File: config.mk
export PLATFORM = sky130hd
export DESIGN_NAME = doorbell_bank
export DESIGN_NICKNAME = d
export VERILOG_FILES = /design/src/rtl/doorbell_pkg.sv /design/src/rtl/doorbell_host_if.sv /design/src/rtl/doorbell_cell.sv /design/src/rtl/doorbell_readback.sv /design/src/rtl/doorbell_bank.sv
export SDC_FILE = /design/constraint.sdc
export NUM_CORES = 1
export LEC_CHECK = 0
export ABC_AREA = 1
export BUFFER_PORTS_ARGS = -buffer_cell sky130_fd_sc_hd__buf_4
export CAP_MARGIN = 0
export CORE_AREA = 4 4 77 79
export CTS_BUF_LIST = sky130_fd_sc_hd__clkbuf_4 sky130_fd_sc_hd__clkbuf_8
export CTS_CLUSTER_DIAMETER = 40
export DETAILED_ROUTE_END_ITERATION = 16
export DIE_AREA = 0 0 81 83
export PLACE_DENSITY = 0.86
export SLEW_MARGIN = 20
export SYNTH_ARGS = -nofsm -noshare
export SYNTH_HDL_FRONTEND = slang
export SYNTH_SLANG_ARGS = --single-unit
File: constraint.sdc
create_clock -name clk -period 1.7 [get_ports clk]
set_input_delay 0.17 -clock clk [delete_from_list [all_inputs] [get_ports clk]]
set_output_delay 0.17 -clock clk [all_outputs]
set_load 0.02 [all_outputs]
File: src/rtl/doorbell_pkg.sv
package doorbell_pkg;

  // Next pending state of one line: a set always survives a same-cycle clear.
  function automatic logic line_next(input logic cur, input logic set, input logic clr);
    return set | (cur & ~clr);
  endfunction

  // Set contribution of one write bit.
  function automatic logic line_set(input logic wr_en, input logic bit_val);
    return wr_en & bit_val;
  endfunction

endpackage

File: src/rtl/doorbell_host_if.sv
module doorbell_host_if #(
  parameter int unsigned DATA_W = 32,
  parameter int unsigned LINES  = 28
) (
  input  logic              wr_en,
  input  logic [DATA_W-1:0] wr_data,
  output logic [LINES-1:0]  set_mask,
  output logic              wr_upper_hit
);
  import doorbell_pkg::*;

  for (genvar i = 0; i < LINES; i++) begin : g_set
    assign set_mask[i] = line_set(wr_en, wr_data[i]);
  end

  if (DATA_W > LINES) begin : g_upper
    assign wr_upper_hit = wr_en & (|wr_data[DATA_W-1:LINES]);
  end else begin : g_no_upper
    assign wr_upper_hit = 1'b0;
  end
endmodule

File: src/rtl/doorbell_cell.sv
module doorbell_cell (
  input  logic clk,
  input  logic rst_n,
  input  logic set_i,
  input  logic clr_i,
  output logic pend_o
);
  import doorbell_pkg::*;

  always_ff @(posedge clk) begin
    if (!rst_n) pend_o <= 1'b0;
    else        pend_o <= line_next(pend_o, set_i, clr_i);
  end
endmodule

File: src/rtl/doorbell_readback.sv
module doorbell_readback #(
  parameter int unsigned DATA_W = 32,
  parameter int unsigned LINES  = 28
) (
  input  logic              clk,
  input  logic              rst_n,
  input  logic              rd_en,
  input  logic [LINES-1:0]  pend,
  output logic [DATA_W-1:0] rd_data
);
  always_ff @(posedge clk) begin
    if (!rst_n)     rd_data <= '0;
    else if (rd_en) rd_data <= DATA_W'(pend);
  end
endmodule

File: src/rtl/doorbell_bank.sv
module doorbell_bank #(
  parameter int unsigned DATA_W = 32,
  parameter int unsigned LINES  = 28
) (
  input  logic              clk,
  input  logic              rst_n,
  input  logic              wr_en,
  input  logic [DATA_W-1:0] wr_data,
  input  logic              rd_en,
  output logic [DATA_W-1:0] rd_data,
  output logic [LINES-1:0]  irq,
  input  logic [LINES-1:0]  ack
);
  logic [LINES-1:0] set_mask;
  logic [LINES-1:0] pend_vec;
  logic [LINES-1:0] collide;
  logic             wr_upper_hit;

  doorbell_host_if #(.DATA_W(DATA_W), .LINES(LINES)) u_host (
    .wr_en        (wr_en),
    .wr_data      (wr_data),
    .set_mask     (set_mask),
    .wr_upper_hit (wr_upper_hit)
  );

  for (genvar i = 0; i < LINES; i++) begin : g_line
    doorbell_cell u_cell (
      .clk    (clk),
      .rst_n  (rst_n),
      .set_i  (set_mask[i]),
      .clr_i  (ack[i]),
      .pend_o (pend_vec[i])
    );
  end

  // Named event for the checker: set and clear meeting on one line.
  assign collide = set_mask & ack;

  doorbell_readback #(.DATA_W(DATA_W), .LINES(LINES)) u_rd (
    .clk     (clk),
    .rst_n   (rst_n),
    .rd_en   (rd_en),
    .pend    (pend_vec),
    .rd_data (rd_data)
  );

  assign irq = pend_vec;
endmodule

# Yosys cells after proc, flatten, opt, wreduce, memory -nomap -nowiden
# Cells that the tools add are included.
# classes
div_mod_pow	0
multipliers	0
n_bitwise	112
eq_ne	0
n_lt_le_gt_ge	0
shift	0
reduce_logical	0
n_mux	0
n_addsub	0
# op_table
operator	n
AND 1 bit	56
NOT 1 bit	28
OR 1 bit	28
# word_totals
register_bits	56
latchBits	0
ramBits	0
mem_count	0
mem_bits_ro	0
word_cells	141
input_bits	64

# Depth between registers and ports, before layout
# logic_depth
word_depth	3
ltp_mapped	5

# Cells and area by module
# From an unflattened synthesis, not the netlist that was laid out.
# unflattened
hier_cells	413
hier_area_um2	2677.6
# modules_own_cells
mod	cells_per_inst	n_inst	seq_area_each_um2	area_each_um2
doorbell_cell	6	28	20.0	43.8
doorbell_readback	182	1	560.5	1201.2
doorbell_host_if	63	1	0.0	250.2

# Worst setup path before layout
# No wires, ideal clock.
# synth_path
kind	input port to flip-flop
from	in rd_en
to	reg u_rd.rd_data[18]
path_slack_ns	0.983
arrival_ns	0.601
required_ns	1.584
n_path_buf	2
setup_ns	0.116
path_stages	4
path_cell_list	buf_6 buf_6 o21ai_0 nor2_1
# synth_lines
item	line	rtl
start: declaration	doorbell_bank.sv:9	input logic rd_en,
end signal: assignment	doorbell_readback.sv:13	else if (rd_en) rd_data <= DATA_W'(pend);
end: declaration	doorbell_readback.sv:9	output logic [DATA_W-1:0] rd_data

# Worst setup path in the final report
# layout_path
from	reg g_line[0].u_cell.pend_o
to	out irq[0]
# layout_lines
item	line	rtl
start: declaration	doorbell_cell.sv:6	output logic pend_o
start signal: assignment	doorbell_cell.sv:12	else pend_o <= line_next(pend_o, set_i, clr_i);
end: declaration	doorbell_bank.sv:11	output logic [LINES-1:0] irq,
# No word-level cell between the ends.

==> flow_metrics.py <==
metrics = {
    "timing": {
        "slew_headroom": 0.640,
        "grt_setup_unrepaired": "no",
        "tns_ns": 0,
        "period_share": 0.591,
        "final.setup_skew_ns": 0.00278,
        "final-max-slew-violation-count": 0,
        "hold_vio_cnt_final": 0,
        "final_period_minus_worst_setup_slack_ns": 1.00,
        "tightest_slew_ns": 0.539,
        "achievable-frequency_mhz": 996,
        "setup-violations-final": 0,
    },
    "floorplanning": {
        "die_x_um": 81,
        "design.portCount": 124,
        "die_area_um2": 6720,
        "placement_rows": 27,
        "fp.dieH_um": 83,
        "fp.coreArea_um2": 5340,
        "initial_core_util": 0.436,
    },
    "outcome": {
        "outcome": "finished, final reports clean",
    },
    "worst_setup_path": {
        "critical_path.slowest_cell": "dfxtp_1",
        "arrival_ns": 0.83,
        "family_of_cells_with_the_greatest_summed_delay_on_the_critical_path": "flip-flops",
        "timing.critical_path.required_ns": 1.53,
        "worst_path_largest_cell_delay_ns": 0.38,
        "ordered_list_of_cells_on_the_worst_path": "buf_4",
        "crit_path_start_kind": "flop",
        "cp_max_fo": 3,
        "path_class": "reg2out",
        "nature_of_the_critical_path_endpoint": "output pin",
        "critPathBufInv": 1,
    },
    "power": {
        "cellInternalPower_mw": 1.88,
        "vdd.ir_drop.worst_mv": 0.425,
        "netSwitchingFraction": 0.268,
        "clock_power_share": 0.251,
        "p_sw_uw": 689,
        "power_per_cell_area_nw_per_um2": 862,
        "power.combinational.fraction": 0.191,
        "seq_power_share": 0.558,
        "leakagePower_nw": 1.53,
        "fin_total_pwr_mw": 2.57,
    },
    "cells_and_area": {
        "non_filler_instances": 450,
        "n_fill_cell": 509,
        "register_area_um2": 1120,
        "area_growth_syn_to_layout_pct": 28.4,
        "multiInputGateArea_um2": 723,
        "nNetsFinal": 444,
        "final_cell_area_um2": 2990,
        "antenna_cells": 0,
        "fin_util": 0.560,
        "layout-drive-gt1-share": 0.331,
    },
    "detailed_routing": {
        "post-route-drc-count": 0,
        "finalWirelength_um": 5410,
        "detailedRoute.firstIterationViolations": 78,
        "route.detailed.wl_per_inst_um": 12.0,
        "vias": 2032,
        "drtPass1Iterations": 4,
        "drtAntennaViolNets": 0,
        "avgViaCountPerCell": 4.52,
    },
    "flow_run": {
        "drv_cap": 0,
    },
    "clock_network": {
        "cts.sink_count": 56,
        "cts_inserted_buffers": 5,
        "cts_hold_buf": 0,
        "cts_max_level": 2,
        "tritoncts": "done",
        "post_cts_resize_count": 0,
        "cts_setup_buffers": 0,
        "cts.path.max_buffers": 2,
        "clk_pin_slew_worst_paths_ns": 0.09,
        "root_buffer_cell": "clkbuf_8",
        "clock_latency_on_the_worst_skew_pair_ns": 0.29,
    },
    "place": {
        "hpwlAfterDp_um": 3950,
        "place.detailed.instances": 445,
        "gp_congestion": 0.726,
        "detailed_place.area_um2": 2920,
        "portBuffers": 115,
    },
    "min_path": {
        "timing.hold.worst.class": "in2reg",
    },
    "global_routing": {
        "grt_pass1_wl_um": 8600,
        "grt_antenna_before_repair": 0,
        "grt_residual_overflow": 0,
        "grt_max_degree": 30,
        "first_global_vias": 1889,
        "groute.usage.overall": 0.160,
    },
    "synth": {
        "synth.avg_cell_area_um2": 7.75,
        "post_synth_instance_area_um2": 2330,
        "synthesis.yosys.warnings": 0,
        "ys_seq_elements": 56,
        "yosysUniqueCellTypes": 17,
        "syn-instance-count": 300,
        "synth_sequential_area_ratio": 0.482,
    },
}
-- power groups by stage --
stage | combinational, mW | clock [mW] | sequential, mW
2_1_floorplan | 0.276 | 0 | 1.51
3_3_place_gp | 0.484 | 0 | 1.46
3_5_place_dp | 0.496 | 0 | 1.47
4_1_cts | 0.498 | 0.669 | 1.44
5_1_grt | 0.537 | 0.719 | 1.45
6_report | 0.492 | 0.646 | 1.44
-- registers in the layout (all words and copies together) (netlist names) --
register and cells:
g_line.u_cell.pend_o 28, u_rd.rd_data 28
-- cell families (layout without fill, tap and decap cells) --
family | after synthesis | after routing | share of synthesized area
other | 1 | 4 | 0.00161
DFF | 56 | 56 | 0.482
AOI/OAI and AO/OA | 56 | 56 | 0.120
and+or+nand+nor | 112 | 112 | 0.184
buffers and inverters | 75 | 150 | 0.212
-- metrics by stage --
| stage | hold WS [ns] | setup slack, ns |
|---|---|---|
| 2_1_floorplan | 0.310 | 0.983 |
| 3_3_place_gp | 0.414 | 0.684 |
| 3_5_place_dp | 0.422 | 0.633 |
| 4_1_cts | 0.0955 | 0.680 |
| 5_1_grt | 0.0939 | 0.637 |
| 6_report | 0.108 | 0.696 |
-- path summary, 6_finish.rpt --
path                            cells after the start                             endpoint                                start  slack (ns)
worst min-delay path                                4  g_line[14].u_cell.pend_o$_SDFF_PN0_                              ack[14]        0.11
worst max-delay path                                1                               irq[0]   g_line[0].u_cell.pend_o$_SDFF_PN0_        0.70
worst min register to register                      2  g_line[13].u_cell.pend_o$_SDFF_PN0_  g_line[13].u_cell.pend_o$_SDFF_PN0_        0.48
worst max register to register                      2        u_rd.rd_data[10]$_SDFFE_PN0P_        u_rd.rd_data[10]$_SDFFE_PN0P_        1.03
-- tightest hold or removal path: stages --
cell and delay (ns):
buf_4 0.08, inv_1 0.03, nand2_1 0.04, a21oi_1 0.05
-- metal layers --
metal | up-vias | share of wire | global-route usage | routed length (um)
met1 | 911 | 0.39 | 0.180 | 2120
met5 | - | 0 | 0 | 0
met2 | 76 | 0.51 | 0.282 | 2740
met4 | 0 | 0.014 | 0.0430 | 78
li1 | 1036 | - | - | -
met3 | 9 | 0.087 | 0.0510 | 471
-- synthesized netlist by cell type (all sizes together) --
cell     n  area share
nor2    56       0.094
a21oi   28       0.060
nand2   56       0.090
clkbuf   1      0.0021
dfxtp   56        0.48
buf     44        0.16
conb     1      0.0016
inv     30       0.052
o21ai   28       0.060
-- cell usage in the layout (no fill, tap or decap), drive strengths merged --
master,instances
o21ai,28
dfxtp,56
conb,4
inv,30
nor2,56
clkbuf,5
a21oi,28
buf,115
nand2,56
-- area by class of cell --
type / instances / area share
sequential: 56 / 0.375
inverter: 30 / 0.0402
timing repair buffer: 115 / 0.289
clock buffer: 5 / 0.0230
tap: 72 / 0.0302
multi-input combinational: 172 / 0.242
Power figures use the tool's default switching activity.
